--- src/rtl/evc_pkg.sv ---
package evc_pkg;
  localparam int CNT_W    = 40;
  localparam int NUM_CNT  = 2;
  localparam int NUM_THR  = 2;
  // control word field positions
  localparam int EN_BIT   = 12;
  localparam int FRC_BIT  = 25;
  localparam int IE_BASE  = 26;
  localparam int CAS_BIT  = 30;
  localparam int OVF_BIT  = 31;
endpackage

--- src/rtl/evc_reset_sync.sv ---
module evc_reset_sync #(
  parameter int STAGES = 2
) (
  input  logic clk,
  input  logic rst_n_i,
  output logic rst_n_o
);
  logic [STAGES-1:0] sync_q;

  always_ff @(posedge clk or negedge rst_n_i) begin
    if (!rst_n_i) sync_q <= '0;
    else          sync_q <= {sync_q[STAGES-2:0], 1'b1};
  end

  assign rst_n_o = sync_q[STAGES-1];
endmodule

--- src/rtl/evc_counter.sv ---
module evc_counter
  import evc_pkg::*;
#(
  parameter int W   = CNT_W,
  parameter int THR = NUM_THR
) (
  input  logic           clk,
  input  logic           rst_n,
  input  logic           wr_cnt_i,
  input  logic           wr_ctl_i,
  input  logic [W-1:0]   wr_data_i,
  input  logic           ev_i,
  input  logic           partner_ovf_i,
  output logic           ovf_evt_o,
  output logic           fire_o,
  output logic [THR-1:0] ie_o
);
  // count and control state
  logic [W-1:0]   cnt_q,  cnt_d;
  logic           en_q,   en_d;
  logic           frc_q,  frc_d;
  logic           cas_q,  cas_d;
  logic [THR-1:0] ie_q,   ie_d;
  // overflow bookkeeping
  logic           ovf_q,  ovf_d;
  logic           pend_q, pend_d;
  logic           fire_q, fire_d;
  logic           arm_q,  arm_d;

  logic wr_any, run, inc, wrap, ovf_evt, cnt_ce;

  assign wr_any  = wr_cnt_i | wr_ctl_i;
  assign run     = en_q & (~cas_q | arm_q);
  assign inc     = ev_i & run & ~wr_any;
  assign wrap    = &cnt_q;
  assign ovf_evt = inc & (frc_q | wrap);
  assign cnt_ce  = wr_cnt_i | inc;

  always_comb begin
    cnt_d = wr_cnt_i ? wr_data_i : cnt_q + W'(1);
    if (wr_ctl_i) begin
      en_d   = wr_data_i[EN_BIT];
      frc_d  = wr_data_i[FRC_BIT];
      cas_d  = wr_data_i[CAS_BIT];
      ie_d   = wr_data_i[IE_BASE +: THR];
      ovf_d  = 1'b0;
      pend_d = 1'b0;
      fire_d = 1'b0;
      arm_d  = 1'b0;
    end else begin
      en_d   = en_q;
      frc_d  = frc_q;
      cas_d  = cas_q;
      ie_d   = ie_q;
      ovf_d  = ovf_q | ovf_evt;
      pend_d = inc ? ovf_evt : pend_q;
      fire_d = fire_q | (inc & pend_q);
      arm_d  = arm_q | (cas_q & partner_ovf_i);
    end
  end

  always_ff @(posedge clk or negedge rst_n) begin
    if (!rst_n) begin
      cnt_q <= '0;
    end else if (cnt_ce) begin
      cnt_q <= cnt_d;
    end
  end

  always_ff @(posedge clk or negedge rst_n) begin
    if (!rst_n) begin
      en_q   <= 1'b0;
      frc_q  <= 1'b0;
      cas_q  <= 1'b0;
      ie_q   <= '0;
      ovf_q  <= 1'b0;
      pend_q <= 1'b0;
      fire_q <= 1'b0;
      arm_q  <= 1'b0;
    end else begin
      en_q   <= en_d;
      frc_q  <= frc_d;
      cas_q  <= cas_d;
      ie_q   <= ie_d;
      ovf_q  <= ovf_d;
      pend_q <= pend_d;
      fire_q <= fire_d;
      arm_q  <= arm_d;
    end
  end

  assign ovf_evt_o = ovf_evt;
  assign fire_o    = fire_q;
  assign ie_o      = ie_q;


  en_gate_chk: assert property (@(posedge clk) disable iff (!rst_n)
    (!en_q && !wr_any) |=> $stable(cnt_q));


  wrap_no_irq_chk: assert property (@(posedge clk) disable iff (!rst_n)
    (ovf_evt && !pend_q && !fire_q) |=> !fire_q);


  force_ovf_chk: assert property (@(posedge clk) disable iff (!rst_n)
    (inc && frc_q) |=> ovf_q);


  sticky_irq_chk: assert property (@(posedge clk) disable iff (!rst_n)
    (fire_q && !wr_ctl_i) |=> fire_q);


  cascade_hold_chk: assert property (@(posedge clk) disable iff (!rst_n)
    (en_q && cas_q && !arm_q && !wr_any) |=> $stable(cnt_q));


  write_wins_chk: assert property (@(posedge clk) disable iff (!rst_n)
    wr_cnt_i |=> (cnt_q == $past(wr_data_i)));
endmodule

--- src/rtl/evc_irq_route.sv ---
module evc_irq_route #(
  parameter int CNT = 2,
  parameter int THR = 2
) (
  input  logic [CNT-1:0]          fire_i,
  input  logic [CNT-1:0][THR-1:0] ie_i,
  output logic [THR-1:0]          irq_o
);
  for (genvar t = 0; t < THR; t++) begin : g_thr
    logic [CNT-1:0] hit;
    for (genvar c = 0; c < CNT; c++) begin : g_cnt
      assign hit[c] = fire_i[c] & ie_i[c][t];
    end
    assign irq_o[t] = |hit;
  end
endmodule

--- src/rtl/evc_pair.sv ---
module evc_pair
  import evc_pkg::*;
(
  input  logic               clk,
  input  logic               rst_n,
  input  logic               wr_en_i,
  input  logic               wr_sel_i,
  input  logic               wr_ctl_i,
  input  logic [CNT_W-1:0]   wr_data_i,
  input  logic [NUM_CNT-1:0] ev_inc_i,
  output logic [NUM_THR-1:0] irq_o
);
  logic                           rst_sync_n;
  logic [NUM_CNT-1:0]             ovf_evt;
  logic [NUM_CNT-1:0]             fire;
  logic [NUM_CNT-1:0][NUM_THR-1:0] ie;

  evc_reset_sync #(.STAGES(2)) u_rst (
    .clk     (clk),
    .rst_n_i (rst_n),
    .rst_n_o (rst_sync_n)
  );

  for (genvar i = 0; i < NUM_CNT; i++) begin : g_cnt
    logic hit;
    assign hit = wr_en_i & (wr_sel_i == 1'(i));

    evc_counter #(.W(CNT_W), .THR(NUM_THR)) u_cnt (
      .clk           (clk),
      .rst_n         (rst_sync_n),
      .wr_cnt_i      (hit & ~wr_ctl_i),
      .wr_ctl_i      (hit & wr_ctl_i),
      .wr_data_i     (wr_data_i),
      .ev_i          (ev_inc_i[i]),
      .partner_ovf_i (ovf_evt[i ^ 1]),
      .ovf_evt_o     (ovf_evt[i]),
      .fire_o        (fire[i]),
      .ie_o          (ie[i])
    );
  end

  evc_irq_route #(.CNT(NUM_CNT), .THR(NUM_THR)) u_route (
    .fire_i (fire),
    .ie_i   (ie),
    .irq_o  (irq_o)
  );
endmodule

--- config.mk ---
export PLATFORM = sky130hd
export DESIGN_NAME = evc_pair
export DESIGN_NICKNAME = d
export VERILOG_FILES = /design/src/rtl/evc_pkg.sv /design/src/rtl/evc_reset_sync.sv /design/src/rtl/evc_counter.sv /design/src/rtl/evc_irq_route.sv /design/src/rtl/evc_pair.sv
export SDC_FILE = /design/constraint.sdc
export NUM_CORES = 1
export LEC_CHECK = 0
export BUFFER_PORTS_ARGS = -buffer_cell sky130_fd_sc_hd__buf_2
export CAP_MARGIN = 20
export CELL_PAD_IN_SITES_DETAIL_PLACEMENT = 1
export CELL_PAD_IN_SITES_GLOBAL_PLACEMENT = 1
export CORE_ASPECT_RATIO = 1.75
export CORE_MARGIN = 2
export CORE_UTILIZATION = 46
export CTS_CLUSTER_DIAMETER = 150
export CTS_CLUSTER_SIZE = 25
export DETAILED_ROUTE_END_ITERATION = 10
export GPL_TIMING_DRIVEN = 1
export PLACE_DENSITY_LB_ADDON = 0.1
export RECOVER_POWER = 25
export SKIP_LAST_GASP = 1
export SLEW_MARGIN = 30
export SYNTH_ARGS = -nofsm -noshare
export SYNTH_HDL_FRONTEND = slang
export SYNTH_SLANG_ARGS = --single-unit
--- constraint.sdc ---
create_clock -name clk -period 4.15 [get_ports clk]
set_input_delay 0.6225 -clock clk [delete_from_list [all_inputs] [get_ports clk]]
set_output_delay 0.6225 -clock clk [all_outputs]
set_load 0.02 [all_outputs]
==> metrics.yaml, run 1 <==
outcome:
  outcome: "complete, no violations"
run:
  cap_violations: 0
critical_path:
  path_class: "flip-flop to flip-flop"
  r2r_slack_ns: 1.64
  slowest_stage: "nor4_1"
  cp_top_family: "simple AND/OR/NAND/NOR gates"
  cp.depth: 5
  crit_arrival_ns: 2.78
  critical_path.max_stage_delay_ns: 0.77
  cp.required_ns: 4.43
  ff2ff_path_depth: 5
  crit-reg2reg-launch: "g_cnt[0].u_cnt.cnt_q[10]"
  worstPathMaxFanout: 7
  worstPathCellList: "nand4_4, nor4_1, nand3_1, or3_1, a21oi_1"
  cp_num_buf_inv: 0
  reg2reg_to: "g_cnt[1].u_cnt.arm_q"
  critPathCaptureType: "flip-flop"
  critPathLaunchType: "flip-flop"
detailed_routing:
  drtIter0Drc: 273
  dr_wl_met3_um: 736
  wirelength_um: 18900
  top_layer: "met4"
  first_pass_iters: 5
  wl_per_cell_um: 23.4
  vias: 5495
  drt-vias-per-instance: 6.78
  drt-met1-wl_um: 7850
  ant_nets: 0
  route.met2.wl_um: 9950
  drc: 0
final_layout:
  nFillCells: 1441
  drive_gt1_frac: 0.142
  seqCellArea_um2: 2450
  areaGrowthSynthToFinish_pct: 12.8
  n_antenna_cell: 0
  multiInputGateArea_um2: 2990
  final_nets: 719
grt:
  grt.overflow.total: 0
  grt_pass1_wl_um: 30500
  grt_pass1_vias: 5683
  antenna_found_initial: 0
  grt_start_max_net_pins: 72
  grt_usage: 0.300
logic_synthesis:
  syn_nets: 681
  yosys.area.top_type: "dfrtp_1"
  async_flop_share: 1.00
  synth-edff-count: 0
  netlist_area_um2: 5590
  synth.area.top_cells: "dfrtp_1 (44%), nand2_1 (7.0%), nand3_1 (5.4%)"
  synthFlopType: "dfrtp_1"
  seq_area_frac_synth: 0.439
  synth_cells: 632
  netlist.area_leader.share: 0.439
  ys_ff_latch: 98
  synth_cell_types: 55
  syn_avg_cell_area_um2: 8.84
  yosys_warnings: 0
clocking:
  cts_root_buf: "clkbuf_16"
  ctsHoldBuffers: 0
  clkTransAtPathRegs_ns: 0.07
  cts_made_buffers: 9
  cts_resized: 0
  htree_levels: 3
  cts_buffer_depth: 2
  clk_latency_ns: 0.35
  tritoncts: "done"
  postCtsSetupBuffers: 0
  cts.sinks: 98
sta:
  finalSetupTns_ns: 0
  hold_violations: 0
  setup_viol: 0
  worstMarginPinSlew_ns: 1.08
  max_slew_margin: 0.279
  finClkSkew_ns: 0.0117
  slew_viol_final: 0
  post-route-worst-setup-slack_ns: 1.64
  period_minus_slack_ns: 2.51
  max_freq_ghz: 0.399
  finalCritPeriodShare: 0.604
  rsz0062_at_grt: "false"
worst_hold_path:
  hold_path_class: "input port to async pin"
pwr:
  powerDensity_nw_per_um2: 463
  p_leak_uw: 0.00253
  ir_drop_mv: 0.229
floorplan:
  start_util: 0.468
  coreArea_um2: 11900
  dieHeight_um: 150
  io_pins: 49
  die_w_um: 87.3
  num_rows: 53
  die_area_um2: 13100
place:
  gp_congestion: 0.863
  dpl.hpwl_um: 13600
  pre_cts_slack_ns: 1.44
  port_buffers: 48
## per-layer routing
metal	GRT usage	up-vias
li1	-	2503
met1	0.394	2827
met2	0.506	136
met3	0.0447	29
met4	0.0900	0
met5	0	-
## kinds of logic after synthesis
group / share of synthesized area
compound gates: 0.212
xor+xnor: 0.00313
fa+ha+maj: 0.00448
buf+inv: 0.0287
flops: 0.439
mux: 0.0273
other cells: 0.000671
simple gates: 0.285
## stage by stage
step / utilization / area [µm²] / hold slack [ns] / cells / total power [µW]
3_3_place_gp: 0.500 / 5970 / 0.337 / 795 / 1940
3_5_place_dp: 0.500 / 5970 / 0.345 / 795 / 2000
4_1_cts: 0.526 / 6280 / 0.0318 / 810 / 2920
5_1_grt: 0.528 / 6300 / 0.0350 / 811 / 3070
6_report: 0.528 / 6300 / 0.0398 / 811 / 2920
2_1_floorplan: - / 5590 / 0.327 / 632 / 1770
## worst max-delay path by stage
stage | from | endpoint | slack (ns)
floorplan | u_rst.sync_q[1] | g_cnt[0].u_cnt.arm_q | 1.22
global placement | wr_en_i | g_cnt[0].u_cnt.cnt_q[7] | 1.57
detailed placement | wr_en_i | g_cnt[0].u_cnt.cnt_q[5] | 1.44
CTS | g_cnt[0].u_cnt.cnt_q[10] | g_cnt[1].u_cnt.arm_q | 1.65
global route | g_cnt[0].u_cnt.cnt_q[10] | g_cnt[0].u_cnt.cnt_q[30] | 1.40
finish | g_cnt[0].u_cnt.cnt_q[10] | g_cnt[1].u_cnt.arm_q | 1.64
## registers in the layout, summed over array words and instances (netlist names)
register            cells
g_cnt.u_cnt.fire_o      2
g_cnt.u_cnt.cnt_q      80
u_rst.sync_q            2
g_cnt.u_cnt.en_q        2
g_cnt.u_cnt.arm_q       2
g_cnt.u_cnt.cas_q       2
g_cnt.u_cnt.ie_o        4
g_cnt.u_cnt.frc_q       2
g_cnt.u_cnt.pend_q      2
## layout by cell type (no fill, tap or decap), drive strengths merged, types with 3 or more instances in the layout
master  Yosys  final
o311ai     30     30
a32oi       4      4
dfrtp      98     98
nor2b       4      4
a22oi       6      6
a31oi      11     11
buf         3     57
nand4      29     29
and3       11     11
and2        4      4
a21oi      22     22
o21ai      38     38
nand2     104    104
a41oi       3      3
o211ai     25     25
nor3b       4      4
mux2i       4      4
or4         8      8
or3         8      8
nor4       10     10
inv        11     11
nand3      61     61
mux2       10     10
nor3       15     15
nor2       39     39
clkbuf     28     13
a221o      17     17
## cells in the mapped netlist, drive strengths merged (8+ instances only)
master,number
nand2,104
dfrtp,98
nand3,61
nor2,39
o21ai,38
o311ai,30
nand4,29
clkbuf,28
o211ai,25
a21oi,22
a221o,17
nor3,15
a31oi,11
and3,11
inv,11
mux2,10
nor4,10
or3,8
or4,8
## layout make-up
type / count / area share
Inverter: 11 / 0.00655
Clock inverter: 3 / 0.0103
Multi-Input combinational cell: 492 / 0.475
Tap cell: 137 / 0.0272
Timing Repair Buffer: 58 / 0.0530
Sequential cell: 98 / 0.389
Clock buffer: 12 / 0.0391
## power breakdown
group	switching [µW]	leakage [µW]	internal, µW
clock	376	0.000153	542
combinational	317	0.00115	243
sequential	272	0.00123	1170
total	964	0.00253	1950
No activity file was read; power rests on OpenSTA's default activity.
==> run 2, diff against run 1 <==
==> constraint.sdc (replaced) <==
create_clock -name clk -period 2.5 [get_ports clk]
set_input_delay 0.375 -clock clk [delete_from_list [all_inputs] [get_ports clk]]
set_output_delay 0.375 -clock clk [all_outputs]
set_load 0.02 [all_outputs]
==> run 2 against run 1 <==
Compared with the run above: the flow now finishes with violations (max-capacitance violations, max-slew violations); power increased by 62%; global-route usage is 0.092 points lower; core utilization grew 0.84 points; sequential share of layout area decreased by 0.61 points; via count rose by 1.3%; clock-buffer cell count fell by 2; sequential cell count is the same; fmax is 12% higher; worst setup slack got worse by 1.4 ns.
==> metrics.yaml, run 2 (same netlist as run 1, synthesis figures left out) <==
outcome:
  outcome: "finished, violations left"
  violations: "max-capacitance violations, max-slew violations"
grt:
  grt.overflow.total: 0  # unchanged
  antenna_found_initial: 0  # unchanged
  grt_start_max_net_pins: 41  # -43%
  grt_pass1_wl_um: 30200  # -0.84%
  grt_usage: 0.299  # -0.000920
  grt_pass1_vias: 5646  # -0.65%
pwr:
  p_seq_frac: 0.504  # +0.011
  netSwitchingFraction: 0.339  # +0.00843
  ir_drop_mv: 0.441  # +93%
  p_leak_uw: 0.00260  # +2.8%
  p_clk_frac: 0.299  # -0.016
  combPwrFrac: 0.197  # +0.005
  intPower_uw: 3120  # +60%
  powerDensity_nw_per_um2: 737  # +59%
  p_switching_uw: 1600  # +66%
clocking:
  cts.sinks: 98  # unchanged
  cts_root_buf: "clkbuf_16"
  clkTransAtPathRegs_ns: 0.07  # about the same
  cts_made_buffers: 9  # unchanged
  clk_latency_ns: 0.35  # about the same
  cts_buffer_depth: 2  # unchanged
  tritoncts: "done"
  cts_resized: 0  # unchanged
  htree_levels: 3  # unchanged
sta:
  finalSetupTns_ns: 0  # unchanged
  worstMarginPinSlew_ns: 1.65  # +0.564 ns
  finClkSkew_ns: 0.00985  # -0.00181 ns
  hold_violations: 0  # unchanged
  slew_viol_final: 40  # +40
  period_minus_slack_ns: 2.23  # -0.276 ns
  rsz0062_at_grt: "false"
  finalCritPeriodShare: 0.892  # +0.288
  setup_viol: 0  # unchanged
  max_slew_margin: -0.0972  # -0.376
  max_freq_ghz: 0.449  # +12%
detailed_routing:
  drt-vias-per-instance: 6.72  # -0.89%
  first_pass_iters: 4  # -1
  drtIter0Drc: 269  # -1.5%
  drc: 0  # unchanged
  wl_per_cell_um: 22.5  # -3.6%
  ant_nets: 0  # unchanged
  wirelength_um: 18700  # -1.5%
  vias: 5567  # +1.3%
place:
  port_buffers: 48  # unchanged
  gp_congestion: 0.860  # -0.28%
  dpl.hpwl_um: 14000  # +2.7%
  dp.cells: 813  # +2.3%
final_layout:
  n_antenna_cell: 0  # unchanged
  largest-register: "g_cnt.u_cnt.cnt_q"
  largest_reg_flops: 80  # unchanged
  final_common_cell: "nand2_1"
  drive_gt1_frac: 0.165  # +0.0223
  layout_common_cells: "nand2_1 (104), dfrtp_1 (98), nand3_1 (60)"
  final_nets: 737  # +2.5%
  fin_cells: 829  # +2.2%
  areaGrowthSynthToFinish_pct: 14.6
floorplan:
  die_area_um2: 13100  # unchanged
  num_rows: 53  # unchanged
  start_util: 0.468  # unchanged
  io_pins: 49  # unchanged
  coreArea_um2: 11900  # unchanged
  dieHeight_um: 150  # unchanged
  die_w_um: 87.3  # unchanged
critical_path:
  cp_top_family: "simple AND/OR/NAND/NOR gates"
  slowest_stage: "dfrtp_1"
  critPathLaunchType: "flip-flop"
  worstPathCellList: "ha_1, nand3_1, nor3_1, buf_4, nand4_1, o311ai_0, o311ai_0"
  crit_arrival_ns: 2.42  # -0.36 ns
  worstPathMaxFanout: 6  # -1
  cp.required_ns: 2.69  # -1.74 ns
  critical_path.max_stage_delay_ns: 0.44  # -0.33 ns
  critPathCaptureType: "flip-flop"
  worst_path_most_repeated_cell: "o311ai_0"
  cp_num_buf_inv: 1  # +1
  path_class: "flip-flop to flip-flop"
worst_hold_path:
  hold_path_class: "input port to flip-flop"
run:
  cap_violations: 1  # +1
[run 2: cell count changes in the layout (fill, tap and decap cells not counted), sizes merged]
cell / change
clkinvlp: +1
buf: +14
clkbuf: +1
bufinv: -1
clkinv: +1
dlygate4sd3: +1
inv: +1
[run 2: final cells by class]
type | count | area (µm²)
clock inverter | 5 | 56.3
fill | 1428 | 5530
timing repair buffer | 76 | 458
sequential | 98 | 2450
multi-input combinational | 492 | 2990
tap | 137 | 171
clock buffer | 10 | 229
inverter | 11 | 41.3
[run 2: power groups by stage]
stage,Clock (µW),Sequential [µW],Combinational (µW)
2_1_floorplan,0,2270,665
3_3_place_gp,0,2370,869
3_5_place_dp,0,2400,929
4_1_cts,1420,2370,938
5_1_grt,1490,2440,1050
6_report,1410,2380,930
[run 2: repair_timing]
item	CTS	global route
hold buffers	1	0
endpoints found under the hold margin	2	0
buffers inserted	0	0
[run 2: path summary, 6_finish.rpt]
check | from | endpoint | slack (ns) | depth (start not counted)
min in group asynchronous | rst_n | u_rst.sync_q[0] | 0.33 | 2
worst max-delay path | g_cnt[0].u_cnt.cnt_q[0] | g_cnt[0].u_cnt.cnt_q[34] | 0.27 | 7
worst max register to register | g_cnt[0].u_cnt.cnt_q[0] | g_cnt[0].u_cnt.cnt_q[34] | 0.27 | 7
max in group asynchronous | u_rst.sync_q[1] | g_cnt[1].u_cnt.cnt_q[33] | 0.45 | 1
worst min register to register | u_rst.sync_q[0] | u_rst.sync_q[1] | 0.36 | 0
worst min-delay path | wr_data_i[1] | g_cnt[1].u_cnt.cnt_q[1] | 0.28 | 3
[run 2: per-stage QoR]
stage                     instance area (µm²)  hold WS (ns)  utilization  power (µW)  setup WS (ns)
after CTS                                6410         0.274        0.537        4730          0.245
after global routing                     6400         0.293        0.536        4980         0.0281
final                                    6400         0.278        0.536        4720          0.270
after floorplan                          5590        0.0794            -        2930          0.546
after global placement                   6120         0.159        0.512        3240          0.272
after detailed placement                 6120         0.161        0.513        3330          0.248
[run 2: tightest hold or removal path: cells and delay by family]
| family | cells | cell delay [ns] |
|---|---|---|
| buffers and inverters | 1 | 0.10 |
| and+or+nand+nor | 1 | 0.05 |
| AOI/OAI and AO/OA | 1 | 0.06 |
[run 2: routing by layer]
layer,track usage,vias up,wire [µm]
met5,0,-,0
met4,0.106,0,505
met3,0.0375,33,685
met2,0.510,115,9740
met1,0.385,2883,7730
li1,-,2536,-
